File: src/rtl/wprot_pkg.sv
package wprot_pkg;

    localparam int WORD_W  = 32;
    localparam int KEY_W   = 24;
    localparam int KEY_LSB = 8;
    localparam int SRC_W   = 16;
    localparam int SRC_LSB = 8;

    localparam logic [KEY_W-1:0] UNLOCK_KEY = 24'h4D4154;

    // Lock bit plus the violation record
    typedef struct packed {
        logic             en;
        logic             flag;
        logic [SRC_W-1:0] src;
    } guard_state_t;

endpackage

File: src/rtl/wprot_ctrl.sv
module wprot_ctrl
    import wprot_pkg::*;
#(
    parameter int ADDR_W    = 6,
    parameter int NUM_REGS  = 8,
    parameter int MODE_ADDR = 48,
    parameter int STAT_ADDR = 49,
    localparam int IDX_W    = (NUM_REGS > 1) ? $clog2(NUM_REGS) : 1
) (
    input  logic                clk,
    input  logic                rst_n,
    input  logic                wr_en,
    input  logic [ADDR_W-1:0]   wr_addr,
    input  logic [WORD_W-1:0]   wr_data,
    input  logic                rd_en,
    input  logic [ADDR_W-1:0]   rd_addr,
    input  logic [NUM_REGS-1:0] prot_mask,
    output logic                wr_allow,
    output logic [IDX_W-1:0]    wr_idx,
    output logic                prot_en,
    output logic                viol_flag,
    output logic [SRC_W-1:0]    viol_src
);

    localparam logic [ADDR_W-1:0] NREG_A = ADDR_W'(NUM_REGS);
    localparam logic [ADDR_W-1:0] MODE_A = ADDR_W'(MODE_ADDR);
    localparam logic [ADDR_W-1:0] STAT_A = ADDR_W'(STAT_ADDR);

    guard_state_t st_d, st_q;
    logic         arr_hit;
    logic         blocked;
    logic         key_ok;

    always_comb begin
        wr_idx   = wr_addr[IDX_W-1:0];
        arr_hit  = wr_en && (wr_addr < NREG_A);
        blocked  = arr_hit && st_q.en && prot_mask[wr_idx];
        wr_allow = arr_hit && !blocked;
        key_ok   = (wr_data[WORD_W-1:KEY_LSB] == UNLOCK_KEY);

        st_d = st_q;
        if (wr_en && (wr_addr == MODE_A) && key_ok) begin
            st_d.en = wr_data[0];
        end
        // capture outranks the clear-on-read
        if (blocked) begin
            st_d.flag = 1'b1;
            st_d.src  = SRC_W'(wr_addr);
        end else if (rd_en && (rd_addr == STAT_A)) begin
            st_d.flag = 1'b0;
            st_d.src  = '0;
        end
    end

    always_ff @(posedge clk or negedge rst_n) begin
        if (!rst_n) begin
            st_q <= '0;
        end else begin
            st_q <= st_d;
        end
    end

    assign prot_en   = st_q.en;
    assign viol_flag = st_q.flag;
    assign viol_src  = st_q.src;

    assert_bad_key_keeps_lock_R3: assert property (@(posedge clk) disable iff (!rst_n)
        (wr_en && wr_addr == MODE_A && wr_data[WORD_W-1:KEY_LSB] != UNLOCK_KEY)
        |=> $stable(prot_en));

    assert_capture_offset_R6: assert property (@(posedge clk) disable iff (!rst_n)
        (wr_en && wr_addr < NREG_A && prot_en && prot_mask[wr_addr[IDX_W-1:0]])
        |=> (viol_flag && viol_src == SRC_W'($past(wr_addr))));

    assert_read_clears_R7: assert property (@(posedge clk) disable iff (!rst_n)
        (rd_en && rd_addr == STAT_A && !(wr_en && wr_addr < NREG_A && prot_en))
        |=> (!viol_flag && viol_src == '0));

    assert_no_viol_unlocked_R10: assert property (@(posedge clk) disable iff (!rst_n)
        $rose(viol_flag) |-> $past(prot_en));

endmodule

File: src/rtl/wprot_regfile.sv
module wprot_regfile
    import wprot_pkg::*;
#(
    parameter int NUM_REGS = 8,
    localparam int IDX_W   = (NUM_REGS > 1) ? $clog2(NUM_REGS) : 1
) (
    input  logic                            clk,
    input  logic                            rst_n,
    input  logic                            wr_en,
    input  logic [IDX_W-1:0]                wr_idx,
    input  logic [WORD_W-1:0]               wr_data,
    output logic [NUM_REGS-1:0][WORD_W-1:0] words
);

    for (genvar g = 0; g < NUM_REGS; g++) begin : g_entry
        logic [WORD_W-1:0] ent_d, ent_q;

        always_comb begin
            ent_d = ent_q;
            if (wr_en && (wr_idx == IDX_W'(g))) begin
                ent_d = wr_data;
            end
        end

        always_ff @(posedge clk or negedge rst_n) begin
            if (!rst_n) begin
                ent_q <= '0;
            end else begin
                ent_q <= ent_d;
            end
        end

        assign words[g] = ent_q;
    end

    assert_dropped_write_holds_R5: assert property (@(posedge clk) disable iff (!rst_n)
        !wr_en |=> $stable(words));

endmodule

File: src/rtl/wprot_rdmux.sv
module wprot_rdmux
    import wprot_pkg::*;
#(
    parameter int ADDR_W    = 6,
    parameter int NUM_REGS  = 8,
    parameter int MODE_ADDR = 48,
    parameter int STAT_ADDR = 49,
    localparam int IDX_W    = (NUM_REGS > 1) ? $clog2(NUM_REGS) : 1
) (
    input  logic                            clk,
    input  logic                            rst_n,
    input  logic                            rd_en,
    input  logic [ADDR_W-1:0]               rd_addr,
    input  logic [NUM_REGS-1:0][WORD_W-1:0] words,
    input  logic                            prot_en,
    input  logic                            viol_flag,
    input  logic [SRC_W-1:0]                viol_src,
    output logic [WORD_W-1:0]               rd_data
);

    localparam logic [ADDR_W-1:0] NREG_A = ADDR_W'(NUM_REGS);
    localparam logic [ADDR_W-1:0] MODE_A = ADDR_W'(MODE_ADDR);
    localparam logic [ADDR_W-1:0] STAT_A = ADDR_W'(STAT_ADDR);

    logic [WORD_W-1:0] rd_d, rd_q;

    always_comb begin
        rd_d = '0;
        if (rd_en) begin
            if (rd_addr < NREG_A) begin
                rd_d = words[rd_addr[IDX_W-1:0]];
            end else if (rd_addr == MODE_A) begin
                rd_d[0] = prot_en;
            end else if (rd_addr == STAT_A) begin
                rd_d[0]                = viol_flag;
                rd_d[SRC_LSB +: SRC_W] = viol_src;
            end
        end
    end

    always_ff @(posedge clk or negedge rst_n) begin
        if (!rst_n) begin
            rd_q <= '0;
        end else begin
            rd_q <= rd_d;
        end
    end

    assign rd_data = rd_q;

    assert_key_reads_zero_R4: assert property (@(posedge clk) disable iff (!rst_n)
        (rd_en && rd_addr == MODE_A) |=> (rd_data[WORD_W-1:1] == '0));

    assert_idle_reads_zero_R11: assert property (@(posedge clk) disable iff (!rst_n)
        !rd_en |=> (rd_data == '0));

endmodule

File: src/rtl/wprot_guard.sv
module wprot_guard
    import wprot_pkg::*;
#(
    parameter int ADDR_W    = 6,
    parameter int NUM_REGS  = 8,
    parameter int MODE_ADDR = 48,
    parameter int STAT_ADDR = 49
) (
    input  logic                clk,
    input  logic                rst_n,
    input  logic                wr_en,
    input  logic [ADDR_W-1:0]   wr_addr,
    input  logic [31:0]         wr_data,
    input  logic                rd_en,
    input  logic [ADDR_W-1:0]   rd_addr,
    input  logic [NUM_REGS-1:0] prot_mask,
    output logic                wr_allow,
    output logic [31:0]         rd_data,
    output logic                viol_flag,
    output logic [15:0]         viol_src
);

    localparam int IDX_W = (NUM_REGS > 1) ? $clog2(NUM_REGS) : 1;

    logic [IDX_W-1:0]                wr_idx;
    logic                            prot_en;
    logic [NUM_REGS-1:0][WORD_W-1:0] words;

    wprot_ctrl #(
        .ADDR_W   (ADDR_W),
        .NUM_REGS (NUM_REGS),
        .MODE_ADDR(MODE_ADDR),
        .STAT_ADDR(STAT_ADDR)
    ) i_ctrl (
        .clk      (clk),
        .rst_n    (rst_n),
        .wr_en    (wr_en),
        .wr_addr  (wr_addr),
        .wr_data  (wr_data),
        .rd_en    (rd_en),
        .rd_addr  (rd_addr),
        .prot_mask(prot_mask),
        .wr_allow (wr_allow),
        .wr_idx   (wr_idx),
        .prot_en  (prot_en),
        .viol_flag(viol_flag),
        .viol_src (viol_src)
    );

    wprot_regfile #(
        .NUM_REGS(NUM_REGS)
    ) i_regfile (
        .clk    (clk),
        .rst_n  (rst_n),
        .wr_en  (wr_allow),
        .wr_idx (wr_idx),
        .wr_data(wr_data),
        .words  (words)
    );

    wprot_rdmux #(
        .ADDR_W   (ADDR_W),
        .NUM_REGS (NUM_REGS),
        .MODE_ADDR(MODE_ADDR),
        .STAT_ADDR(STAT_ADDR)
    ) i_rdmux (
        .clk      (clk),
        .rst_n    (rst_n),
        .rd_en    (rd_en),
        .rd_addr  (rd_addr),
        .words    (words),
        .prot_en  (prot_en),
        .viol_flag(viol_flag),
        .viol_src (viol_src),
        .rd_data  (rd_data)
    );

endmodule

File: config.mk
export PLATFORM = sky130hd
export DESIGN_NAME = wprot_guard
export DESIGN_NICKNAME = d
export VERILOG_FILES = /design/src/rtl/wprot_pkg.sv /design/src/rtl/wprot_ctrl.sv /design/src/rtl/wprot_regfile.sv /design/src/rtl/wprot_rdmux.sv /design/src/rtl/wprot_guard.sv
export SDC_FILE = /design/constraint.sdc
export NUM_CORES = 1
export LEC_CHECK = 0
export BUFFER_PORTS_ARGS = -buffer_cell sky130_fd_sc_hd__buf_4
export CAP_MARGIN = 0
export CORE_UTILIZATION = 60
export CTS_CLUSTER_DIAMETER = 30
export DETAILED_ROUTE_END_ITERATION = 8
export PLACE_DENSITY = 0.8
export REMOVE_ABC_BUFFERS = 1
export SLEW_MARGIN = 20
export SYNTH_ARGS = -nofsm -noshare
export SYNTH_HDL_FRONTEND = slang
export SYNTH_SLANG_ARGS = --single-unit
File: constraint.sdc
create_clock -name clk -period 2.6 [get_ports clk]
set_input_delay 0.26 -clock clk [delete_from_list [all_inputs] [get_ports clk]]
set_output_delay 0.26 -clock clk [all_outputs]
set_load 0.1 [all_outputs]
==> flow_metrics.py <==
metrics = {
    "finish": {
        "n_antenna_cell": 0,
        "final_common_cell": "dfrtp_1",
        "nets": 998,
        "final_cell_area_sq_um": 16200,
        "drive_gt1_frac": 0.523,
        "fillers": 1194,
        "final_cell_mix": "dfrtp_1, mux2_2, buf_4",
        "final_util": 0.769,
        "areaGrowthSynthToFinish_pct": 24.9,
    },
    "floorplanning": {
        "die_h_um": 149,
        "pin_count": 106,
        "design.die.area_sq_um": 22200,
        "die_w_um": 149,
        "row_count": 53,
        "core-area_sq_um": 21100,
        "start_util": 0.615,
    },
    "sta": {
        "clock_skew_ns": 0.0120,
        "post-route-min-period_ns": 2.26,
        "finalHoldViolCount": 0,
        "timing.setup.tns_ns": 0,
        "timing.slew.headroom": 0.354,
        "slew_viol_final": 0,
        "max_freq_mhz": 442,
        "setup_viol": 0,
        "rsz0062_at_grt": "false",
        "tightestPinTransition_ns": 0.969,
        "min_period_over_period": 0.870,
    },
    "critical_path": {
        "path_class": "reg -> out",
        "cp.arrival_ns": 2.00,
        "ff2ff_setup_slack_ns": 0.81,
        "critPathLaunch": "i_ctrl.prot_en",
        "worst-path-buf-inv": 1,
        "rr_endpoint": "i_regfile.g_entry[4].ent_q[22]",
        "cp-end-kind": "primary output",
        "path_cells": "nand2_1 -> nor2_1 -> nor2b_1 -> buf_4",
        "cp_max_fo": 12,
        "cp-endpoint": "wr_allow",
        "reg2reg_depth": 3,
        "r2r-start": "i_ctrl.prot_en",
        "worst-path-stages": 4,
        "critPathLaunchType": "register",
        "path_delay_family": "simple AND/OR/NAND/NOR gates",
        "slowest_stage": "dfrtp_2",
        "max_stage_delay_ns": 0.57,
        "required_ns": 2.34,
    },
    "synth": {
        "ys_types": 32,
        "synth_seq_cells": 296,
        "netlist_instances": 799,
        "yosys.area.top_type": "dfrtp_1",
        "synth_area_leaders": "dfrtp_1, mux2_2, mux4_2, mux2_1, mux2i_1",
        "syn-cell-area_sq_um": 13000,
        "postSynthAreaPerCell_sq_um": 16.2,
        "synthDominantCellAreaShare": 0.571,
        "yosysWarnings": 0,
        "synth_seq_area_share": 0.571,
    },
    "clocking": {
        "clk_pin_slew_ns": 0.05,
        "cts_tree": "built",
        "clockRootBuffer": "clkbuf_16",
        "post_cts_buffers": 0,
        "clk_path_buf_depth": 3,
        "cts_max_level": 2,
        "clock_latency_ns": 0.55,
        "cts.sinks": 296,
        "numCtsBuffers": 55,
    },
    "grt": {
        "gr-total-overflow": 0,
        "grt_pass1_wl_mm": 46.8,
        "grt_usage": 0.278,
        "antenna_found_initial": 0,
        "grt_pass1_vias": 8634,
        "grt_start_max_net_pins": 95,
    },
    "drt": {
        "wl_met1_mm": 11.8,
        "via_per_inst": 6.01,
        "drt_iter0_drc": 367,
        "wl_met3_mm": 1.60,
        "post_drt_wl_per_cell_um": 22.8,
        "top_layer_used": "met4",
        "dr_wl_met2_mm": 14.8,
        "first_pass_iters": 4,
        "drc": 0,
        "num_vias": 7577,
        "wl_mm": 28.8,
        "ant_nets": 0,
    },
    "placement": {
        "port_buffers": 95,
        "hpwl_mm": 16.9,
        "placed_area_sq_um": 14100,
        "gp_congestion": 0.818,
    },
    "pwr": {
        "leakage_nw": 7.74,
        "power_density_nw_per_um2": 878,
        "peakVddDrop_uv": 522,
    },
    "min_path": {
        "hold_path_class": "in -> reg",
    },
    "run": {
        "drv_cap": 0,
    },
    "status": {
        "status": "finished clean",
    },
}
[cell families after synthesis]
family	count (synthesis)	synth area share
buffers and inverters	60	0.0224
AO/OA/AOI/OAI	23	0.0138
other	1	0.000289
AND/OR/NAND/NOR	59	0.0256
flip-flops	296	0.571
multiplexers	360	0.367
[worst min-delay path by stage]
stage	from	endpoint	slack, ns	cells after the start
global route	wr_data[17]	i_regfile.g_entry[4].ent_q[17]	0.02	2
floorplan	rst_n	i_ctrl.prot_en	-0.04	0
finish	wr_data[17]	i_regfile.g_entry[4].ent_q[17]	0.01	2
detailed placement	rst_n	i_rdmux.rd_data[14]	0.33	1
global placement	rst_n	i_rdmux.rd_data[14]	0.32	1
CTS	wr_data[17]	i_regfile.g_entry[4].ent_q[17]	0.0001	2
[routing by layer]
metal | vias up | global-route usage
met5 | - | 0
met4 | 0 | 0.0913
met3 | 48 | 0.0541
met2 | 228 | 0.463
met1 | 4029 | 0.369
li1 | 3272 | -
[stage by stage]
| stage | instances | power (mW) | hold WS [ns] | setup slack [ns] |
|---|---|---|---|---|
| detailed placement | 1148 | 6.94 | 0.332 | 0.396 |
| floorplan | 749 | 6.36 | -0.0356 | -0.163 |
| CTS | 1261 | 14.3 | 0.0000967 | 0.137 |
| finish | 1261 | 14.2 | 0.0114 | 0.337 |
| global placement | 1148 | 6.81 | 0.315 | 0.487 |
| global route | 1261 | 14.7 | 0.0176 | 0.201 |
[worst register-to-register path: cells and delay by family, from the launching register on]
kind                   cells  cell delay [ns]
multiplexers               1             0.40
buffers and inverters      1             0.29
AO/OA/AOI/OAI              1             0.44
flip-flops                 1             0.53
[final cells by class]
cell class              count  area [sq um]  area share
clock buffers              69          1540      0.0951
clock inverters            32           413      0.0255
inverters                   1          3.75    0.000232
multi-input cells         452          5340       0.330
flip-flops and latches    296          7410       0.457
well taps                 275           344      0.0212
repair buffers            136          1160      0.0715
[cells in the mapped netlist]
master / count
dfrtp_1: 296
mux2_2: 221
mux4_2: 67
mux2_1: 38
mux2i_1: 34
nor2_1: 28
buf_2: 22
clkbuf_1: 14
a21oi_1: 13
buf_1: 13
buf_4: 10
nand2_1: 4
nand2b_1: 4
nor3b_1: 4
nor4b_1: 4
a211o_1: 3
a211oi_2: 3
nand4_1: 3
nor2b_1: 3
nand4b_1: 2
nor4_1: 2
a2111o_1: 1
a2111oi_4: 1
and2_1: 1
conb_1: 1
inv_1: 1
nor3_1: 1
nor4b_4: 1
nor4bb_1: 1
o21ai_0: 1
o22ai_1: 1
or4b_2: 1
[state kept, by name, summed over array words and instances (netlist names)]
register                 flops
i_ctrl.prot_en               1
i_ctrl.viol_flag             1
i_ctrl.viol_src              6
i_rdmux.rd_data             32
i_regfile.g_entry.ent_q    256
[power breakdown]
part,switching [mW],internal (mW),total [mW]
sequential,0.277,5.16,5.44
combinational,0.673,0.788,1.46
clock,2.35,4.99,7.34
[timing repair]
action | in CTS | in global routing
resized for setup | 0 | 1
hold buffers | 12 | 0
hold endpoints to repair | 108 | 0
setup endpoints to repair | 0 | 1
Note: power is estimated with default switching activity, not from simulation.
